[src/rtl/ufbg_pkg.sv]
package ufbg_pkg;
  localparam int unsigned UFBG_INT_W  = 16;
  localparam int unsigned UFBG_FRAC_W = 6;
  localparam int unsigned UFBG_OSR    = 16;

  typedef enum logic {
    GEN_IDLE = 1'b0,
    GEN_RUN  = 1'b1
  } gen_state_e;
endpackage

[src/rtl/ufbg_frac_acc.sv]
module ufbg_frac_acc #(
  parameter int unsigned FRAC_W = 6
) (
  input  logic              clk,
  input  logic              rst_n,
  input  logic              step_i,
  input  logic              clr_i,
  input  logic [FRAC_W-1:0] frac_i,
  output logic              carry_o
);
  logic [FRAC_W-1:0] acc_q;
  logic [FRAC_W-1:0] acc_d;
  logic [FRAC_W:0]   sum;

  always_comb begin
    sum     = {1'b0, acc_q} + {1'b0, frac_i};
    carry_o = sum[FRAC_W];
    if (clr_i) begin
      acc_d = '0;
    end else if (step_i) begin
      acc_d = sum[FRAC_W-1:0];
    end else begin
      acc_d = acc_q;
    end
  end

  always_ff @(posedge clk or negedge rst_n) begin
    if (!rst_n) begin
      acc_q <= '0;
    end else begin
      acc_q <= acc_d;
    end
  end

  // a clear request leaves the accumulator empty
  a_r6_acc_cleared: assert property (@(posedge clk) disable iff (!rst_n)
    clr_i |=> (acc_q == '0));

  // the remainder only moves when a period starts
  a_r1_acc_holds: assert property (@(posedge clk) disable iff (!rst_n)
    (!clr_i && !step_i) |=> $stable(acc_q));
endmodule

[src/rtl/ufbg_period_ctr.sv]
module ufbg_period_ctr
  import ufbg_pkg::*;
#(
  parameter int unsigned INT_W = 16
) (
  input  logic             clk,
  input  logic             rst_n,
  input  logic             en_i,
  input  logic [INT_W-1:0] int_div_i,
  input  logic             carry_i,
  output logic             step_o,
  output logic             acc_clr_o,
  output logic             run_o,
  output logic             os_tick_o
);
  gen_state_e       state_q, state_d;
  logic [INT_W-1:0] cnt_q, cnt_d;
  logic [INT_W:0]   load_ext;
  logic             boundary;
  logic             start;
  logic             div_zero;

  always_comb begin
    div_zero  = (int_div_i == '0);
    boundary  = (state_q == GEN_RUN) && (cnt_q == '0);
    start     = en_i && !div_zero && ((state_q == GEN_IDLE) || boundary);
    load_ext  = {1'b0, int_div_i} + {{INT_W{1'b0}}, carry_i} - {{INT_W{1'b0}}, 1'b1};

    state_d = state_q;
    cnt_d   = cnt_q;
    if (!en_i) begin
      state_d = GEN_IDLE;
      cnt_d   = '0;
    end else if (start) begin
      state_d = GEN_RUN;
      cnt_d   = load_ext[INT_W-1:0];
    end else if (boundary) begin
      state_d = GEN_IDLE;
      cnt_d   = '0;
    end else if (state_q == GEN_RUN) begin
      cnt_d   = cnt_q - {{(INT_W-1){1'b0}}, 1'b1};
    end else begin
      cnt_d   = '0;
    end

    step_o    = start;
    acc_clr_o = (state_d == GEN_IDLE);
    run_o     = en_i && (state_q == GEN_RUN);
    os_tick_o = en_i && boundary;
  end

  always_ff @(posedge clk or negedge rst_n) begin
    if (!rst_n) begin
      state_q <= GEN_IDLE;
      cnt_q   <= '0;
    end else begin
      state_q <= state_d;
      cnt_q   <= cnt_d;
    end
  end

  // inside a period the count only steps down, whatever the divisor inputs do
  a_r4_count_steps: assert property (@(posedge clk) disable iff (!rst_n)
    (en_i && (state_q == GEN_RUN) && (cnt_q != '0)) |=>
      (cnt_q == $past(cnt_q) - {{(INT_W-1){1'b0}}, 1'b1}));

  // a zero divisor at a boundary stops generation
  a_r5_zero_stops: assert property (@(posedge clk) disable iff (!rst_n)
    (en_i && (state_q == GEN_RUN) && (cnt_q == '0) && (int_div_i == '0)) |=>
      !os_tick_o);

  // disable returns the generator to idle
  a_r6_disable_idle: assert property (@(posedge clk) disable iff (!rst_n)
    !en_i |=> ((state_q == GEN_IDLE) && (cnt_q == '0)));
endmodule

[src/rtl/ufbg_os_ctr.sv]
module ufbg_os_ctr #(
  parameter int unsigned OSR = 16
) (
  input  logic clk,
  input  logic rst_n,
  input  logic run_i,
  input  logic os_tick_i,
  output logic baud_tick_o
);
  localparam int unsigned CW = (OSR > 1) ? $clog2(OSR) : 1;
  localparam logic [CW-1:0] LAST = CW'(OSR - 1);

  logic [CW-1:0] cnt_q, cnt_d;

  always_comb begin
    baud_tick_o = os_tick_i && (cnt_q == LAST);
    if (!run_i) begin
      cnt_d = '0;
    end else if (os_tick_i) begin
      cnt_d = (cnt_q == LAST) ? '0 : cnt_q + {{(CW-1){1'b0}}, 1'b1};
    end else begin
      cnt_d = cnt_q;
    end
  end

  always_ff @(posedge clk or negedge rst_n) begin
    if (!rst_n) begin
      cnt_q <= '0;
    end else begin
      cnt_q <= cnt_d;
    end
  end

  // a bit strobe restarts the sixteen-count
  a_r3_wrap_after_baud: assert property (@(posedge clk) disable iff (!rst_n)
    (baud_tick_o && run_i) |=> (cnt_q == '0));

  // while stopped the sixteen-count is held at zero
  a_r6_os_cleared: assert property (@(posedge clk) disable iff (!rst_n)
    !run_i |=> (cnt_q == '0));
endmodule

[src/rtl/uart_frac_baud_gen.sv]
module uart_frac_baud_gen
  import ufbg_pkg::*;
#(
  parameter int unsigned INT_W  = UFBG_INT_W,
  parameter int unsigned FRAC_W = UFBG_FRAC_W,
  parameter int unsigned OSR    = UFBG_OSR
) (
  input  logic              clk,
  input  logic              rst_n,
  input  logic              en,
  input  logic [INT_W-1:0]  int_div,
  input  logic [FRAC_W-1:0] frac_div,
  output logic              os_tick,
  output logic              baud_tick
);
  logic step;
  logic acc_clr;
  logic carry;
  logic run;

  ufbg_frac_acc #(.FRAC_W(FRAC_W)) u_acc (
    .clk     (clk),
    .rst_n   (rst_n),
    .step_i  (step),
    .clr_i   (acc_clr),
    .frac_i  (frac_div),
    .carry_o (carry)
  );

  ufbg_period_ctr #(.INT_W(INT_W)) u_period (
    .clk       (clk),
    .rst_n     (rst_n),
    .en_i      (en),
    .int_div_i (int_div),
    .carry_i   (carry),
    .step_o    (step),
    .acc_clr_o (acc_clr),
    .run_o     (run),
    .os_tick_o (os_tick)
  );

  ufbg_os_ctr #(.OSR(OSR)) u_os (
    .clk         (clk),
    .rst_n       (rst_n),
    .run_i       (run),
    .os_tick_i   (os_tick),
    .baud_tick_o (baud_tick)
  );

  // bit strobe never stands alone
  a_r3_baud_in_os: assert property (@(posedge clk) disable iff (!rst_n)
    baud_tick |-> os_tick);

  // one cycle after enable drops, the outputs are silent
  a_r6_silent_off: assert property (@(posedge clk) disable iff (!rst_n)
    (!en && !$past(en)) |-> (!os_tick && !baud_tick));
endmodule

[config.mk]
export PLATFORM = sky130hd
export DESIGN_NAME = uart_frac_baud_gen
export DESIGN_NICKNAME = d
export VERILOG_FILES = /design/src/rtl/ufbg_pkg.sv /design/src/rtl/ufbg_frac_acc.sv /design/src/rtl/ufbg_period_ctr.sv /design/src/rtl/ufbg_os_ctr.sv /design/src/rtl/uart_frac_baud_gen.sv
export SDC_FILE = /design/constraint.sdc
export NUM_CORES = 1
export LEC_CHECK = 0
export BUFFER_PORTS_ARGS = -buffer_cell sky130_fd_sc_hd__buf_4
export CORE_AREA = 5 5 77 61
export DETAILED_ROUTE_END_ITERATION = 7
export DIE_AREA = 0 0 82 66
export PLACE_DENSITY = 0.7
export SETUP_SLACK_MARGIN = 0.3
export SYNTH_ARGS = -nofsm -noshare
export SYNTH_HDL_FRONTEND = slang
export SYNTH_SLANG_ARGS = --single-unit
[constraint.sdc]
create_clock -name clk -period 2.83 [get_ports clk]
set_input_delay 0.1415 -clock clk [delete_from_list [all_inputs] [get_ports clk]]
set_output_delay 0.1415 -clock clk [all_outputs]
set_load 0.01 [all_outputs]
======== After elaboration in Yosys (flattened, before gate mapping) ========
Index checks and enable logic that the tools add are counted.
cells by class
  add/sub/neg operators ................... 5
  equal/unequal tests ..................... 3
  mux-type cells .......................... 12
  reduce and logical (&&, ||, !) cells .... 10
  bitwise gates (word level) .............. 1
operators with widths
  cell                     number
  $mux W16                 4
  $logic_not A16 Y1        2
  $sub A16 B1 Y16 const B  2
  $add A16 B1 Y16          1
  $mux W4                  3
  $mux W6                  2
  $add A6 B6 Y7            1
  $logic_and A1 B1 Y1      6
  $add A4 B1 Y4 const B    1
  $eq A4 B4 Y1 const B     1
  $ne A2 B2 Y1 const B     2
  $mux W1                  3
  $logic_not A1 Y1         1
  $logic_or A1 B1 Y1       1
  $not A1 Y1               1
word-level totals
  bits in registers ....................... 27
  bits of input ports ..................... 25
  output and inout port bits .............. 2

======== Longest topological paths before layout ========
  depth in word-level cells ............... 7
  depth in mapped cells ................... 15
  depth with buffers taken out ............ 15

======== Cells and area by module ========
From an unflattened synthesis, not the netlist that was laid out.
unflattened totals
  cell total of the unflattened synthesis .. 208
  area, all modules ....................... 1990.7 um^2
modules (own cells, without submodules)
  module           area each (um^2)  cells each  times used
  ufbg_period_ctr  1307.5            141         1
  ufbg_frac_acc    467.9             45          1
  ufbg_os_ctr      215.2             22          1

======== Worst setup path before layout ========
No wires, ideal clock.
  kind .................................... reg2reg
  start point ............................. reg u_acc.acc_q[0]
  end point ............................... reg u_period.cnt_q[12]
  data arrival time ....................... 2.815 ns
  setup time .............................. 0.130 ns
  stages on the path, launching flop included .. 16
  slack ................................... -0.115 ns
  required time ........................... 2.700 ns
  cell sequence ........................... dfrtp_1 -> ha_1 -> inv_1 -> fa_1 -> nor2b_1 -> o21ai_0 -> nand2b_1 -> a21o_1 -> a21oi_1 -> ha_1 -> ha_1 -> nor3b_1 -> nor3b_1 -> nand3_1 -> xor2_1 -> o22ai_1
between the ends
  cells in the longest elaborated chain, start to end .. 5
ends and longest elaborated chain
  item                      line                   text
  start: declaration        ufbg_frac_acc.sv:11    logic [FRAC_W-1:0] acc_q;
  start signal: assignment  ufbg_frac_acc.sv:29    acc_q <= '0;
  start signal: assignment  ufbg_frac_acc.sv:31    acc_q <= acc_d;
  $add A6 B6 Y7             ufbg_frac_acc.sv:16    sum = {1'b0, acc_q} + {1'b0, frac_i};
  $add A16 B1 Y16           ufbg_period_ctr.sv:27  load_ext = {1'b0, int_div_i} + {{INT_W{1'b0}}, carry_i} - {{INT_W{1'b0}}, 1'b1};
  $sub A16 B1 Y16           ufbg_period_ctr.sv:27
  $mux W16                  ufbg_period_ctr.sv:34  end else if (start) begin
  $mux W16                  ufbg_period_ctr.sv:31  if (!en_i) begin
  via u_period.cnt_d[12]    ufbg_period_ctr.sv:17  logic [INT_W-1:0] cnt_q, cnt_d;
  end signal: assignment    ufbg_period_ctr.sv:58  cnt_q <= cnt_d;
  end: declaration          ufbg_period_ctr.sv:17
The timed path passes the listed nets, and every way through them passes these cells.
A chain may end at the register's enable or synchronous reset.

======== Worst setup path after layout ========
  start point ............................. reg u_acc.acc_q[0]
  end point ............................... reg u_period.cnt_q[6]
Same word-level chain as after synthesis.

==> flow_metrics.env <==
export IMPL_status="complete, no violations"
export IMPL_fmax_mhz=368
export IMPL_power_switching_uw=435
export IMPL_synthFlopType="dfrtp_1"
export IMPL_p_int_uw=790
export IMPL_hold_viol_final=0
export IMPL_areaGrowthSynthToFinish_pct=27.4
export IMPL_finalNetCount=276
export IMPL_reg2regPathDepth=14
export IMPL_rows=20
export IMPL_grt_max_degree=28
export IMPL_worstSetupEndpoint="u_period.cnt_q[6]$_DFF_PN0_"
export IMPL_dpl_cell_area_um2=2220
export IMPL_antenna_left=0
export IMPL_worstMarginPinSlew_ns=0.579
export IMPL_overflow=0
export IMPL_synth_seq_area_share=0.359
export IMPL_critPathLaunch="u_acc.acc_q[0]$_DFFE_PN0P_"
export IMPL_hpwl_um=3240
export IMPL_clock_root_buffer="clkbuf_8"
export IMPL_netlist_instances=196
export IMPL_setup_worst_path_end_class="flop"
export IMPL_p_comb_frac=0.402
export IMPL_synth_edf_count=0
export IMPL_syn_nets=232
export IMPL_max_slew_margin_rel=0.610
export IMPL_maxCapViolations=0
export IMPL_postLayoutSetupSlackWorst_ns=0.113
export IMPL_cts_sinks=27
export IMPL_cts_tree="yes"
export IMPL_multi_input_area_um2=1250
export IMPL_reg2reg_slack_ns=0.11
export IMPL_io_pins=27
export IMPL_cts_buffers=3
export IMPL_clockBufferDepth=2
export IMPL_drtPass1Iterations=4
export IMPL_setup_violations=0
export IMPL_start_kind="flop"
export IMPL_pwr_share_clk=0.183
export IMPL_ir_worst_vdd_v=0.000278
export IMPL_grt_pass1_wl_um=7380
export IMPL_wl_per_cell_um=14.6
export IMPL_grt_pass1_vias=1613
export IMPL_slew_viol_final=0
export IMPL_antenna_found_initial=0
export IMPL_coreArea_um2=3900
export IMPL_period_minus_slack_ns=2.72
export IMPL_die_x_um=82
export IMPL_clk_pin_slew_ns=0.09
export IMPL_htree_levels=1
export IMPL_crit_path_max_fanout=5
export IMPL_p_per_area_nw_per_um2=511
export IMPL_post_route_period_util=0.960
export IMPL_async_reset_ff_frac=1.00
export IMPL_nFillCells=335
export IMPL_clock_latency_ns=0.28
export IMPL_num_antenna_cells=0
export IMPL_layout_drive_gt1_share=0.293
export IMPL_vias=1617
export IMPL_fin_setup_tns_ns=0
export IMPL_arrival_ns=2.90
export IMPL_io_buffers=26
export IMPL_skew_ns=0.00525
export IMPL_regArea_um2=676
export IMPL_synth_cell_types=49
export IMPL_place_ws_ns=-0.00580
export IMPL_hold_ws_ns=0.132
export IMPL_dieHeight_um=66
export IMPL_final_util=0.614
export IMPL_rr_endpoint="u_period.cnt_q[6]$_DFF_PN0_"
export IMPL_drc=0
export IMPL_netlist_area_um2=1880
export IMPL_p_seq_frac=0.415
export IMPL_viasPerCell=5.50
export IMPL_drt_wl_total_um=4300
export IMPL_die_area_um2=5410
export IMPL_swShare=0.355
export IMPL_min_path_type="primary input to flop"
export IMPL_initial_core_util=0.482
export IMPL_gp_congestion=0.789
export IMPL_crit_type="flop to flop"
export IMPL_fin_area_um2=2400
export IMPL_synth_seq_cells=27
export IMPL_synth_warnings=0
export IMPL_cp_required_ns=3.01
export IMPL_power_leakage_nw=1.02
export IMPL_r2r_start="u_acc.acc_q[0]$_DFFE_PN0P_"
export IMPL_grt_use_total=0.178
export IMPL_synth_avg_cell_area_um2=9.60
export IMPL_rsz0062_at_grt="true"
export IMPL_initialDrtViolationCount=83
==> power groups by stage <==
stage	Sequential (mW)	Combinational, mW	Clock (mW)
finish	0.508	0.492	0.224
global route	0.519	0.544	0.250
CTS	0.507	0.468	0.232
detailed placement	0.514	0.454	0
global placement	0.511	0.452	0
floorplan	0.501	0.320	0
==> metrics by stage <==
stage / cells / total power [mW]
floorplan: 196 / 0.821
global placement: 281 / 0.963
detailed placement: 281 / 0.968
CTS: 292 / 1.21
global route: 294 / 1.31
finish: 294 / 1.22
==> flip-flops by register name, summed over array words and instances (netlist names) <==
| name | flops |
|---|---|
| u_acc.acc_q | 6 |
| u_os.cnt_q | 4 |
| u_period.cnt_q | 16 |
| u_period.state_q | 1 |
==> cell type report <==
class,instances,area share
tap,55,0.0287
multi-input combinational,157,0.522
sequential,27,0.282
clock buffer,3,0.0172
timing repair buffer,41,0.133
clock inverter,1,0.00209
inverter,10,0.0157
==> worst min-delay path by stage <==
stage | slack (ns) | startpoint | endpoint | cells past startpoint
after global placement | 0.08 | rst_n | u_acc.acc_q[3]$_DFFE_PN0P_ | 1
after CTS | 0.12 | en | u_period.cnt_q[9]$_DFF_PN0_ | 2
after global routing | 0.14 | en | u_period.cnt_q[9]$_DFF_PN0_ | 2
after floorplan | -0.15 | rst_n | u_acc.acc_q[0]$_DFFE_PN0P_ | 0
after detailed placement | 0.08 | rst_n | u_acc.acc_q[3]$_DFFE_PN0P_ | 1
final | 0.13 | en | u_period.cnt_q[9]$_DFF_PN0_ | 2
==> worst max-delay path: stages (launching register included) <==
cell and delay, ns:
dfrtp_1 0.39, ha_2 0.18, inv_2 0.05, fa_2 0.18, nor2b_1 0.05, o21ai_1 0.11
nand2b_1 0.08, a21o_1 0.16, a21oi_2 0.16, ha_2 0.23, ha_4 0.13, nor3b_4 0.18
nor3b_4 0.30, xnor2_1 0.13, a221oi_1 0.28
==> Yosys cell counts (all sizes together) (4+ instances only) <==
cell | number | share of area
xnor2 | 14 | 0.065
o21ai | 12 | 0.040
a21oi | 9 | 0.024
nor4 | 7 | 0.027
dfrtp | 27 | 0.36
o22ai | 8 | 0.027
nand3 | 8 | 0.021
nor2 | 12 | 0.024
xor2 | 12 | 0.056
nand2 | 9 | 0.018
nor2b | 4 | 0.013
ha | 10 | 0.066
nor3 | 8 | 0.027
inv | 10 | 0.020
a221oi | 4 | 0.019
==> routing by layer <==
layer | vias to the layer above | wire (um) | track usage
li1 | 826 | - | -
met1 | 746 | 2180 | 0.256
met2 | 38 | 1870 | 0.270
met3 | 7 | 152 | 0.0218
met4 | 0 | 102 | 0.0685
met5 | - | 0 | 0
==> cells in the final DEF (no fill, tap or decap), drive strengths merged, types with 3 or more instances in the layout <==
cell type	count
a211oi	3
nand3	8
a221oi	4
nor2	12
dfrtp	27
o21ai	12
nor2b	4
nor3	8
nand2b	3
xnor2	14
o22ai	8
nor4	7
nor3b	3
clkbuf	3
a21o	3
nand2	9
a22o	3
buf	40
ha	10
a21oi	9
xor2	12
inv	10
==> cell families (layout without fill, tap and decap cells) <==
kind of cell	Yosys count	in the layout	synth area share
and+or+nand+nor	66	66	0.203
AOI/OAI and AO/OA	52	52	0.200
DFF	27	27	0.359
xor gates and xnor gates	26	26	0.121
buffers and inverters	12	55	0.0286
adders and majority gates	11	11	0.0771
muxes	2	2	0.0106
==> what timing repair did <==
item                                   in CTS  in global routing
resized for setup                           1                 12
pin swaps                                   9                 10
setup buffers                               6                  2
hold buffers                                1                  0
setup endpoints to repair                   9                 13
endpoints found under the hold margin      27                  0
(Power assumes the default switching activity.)
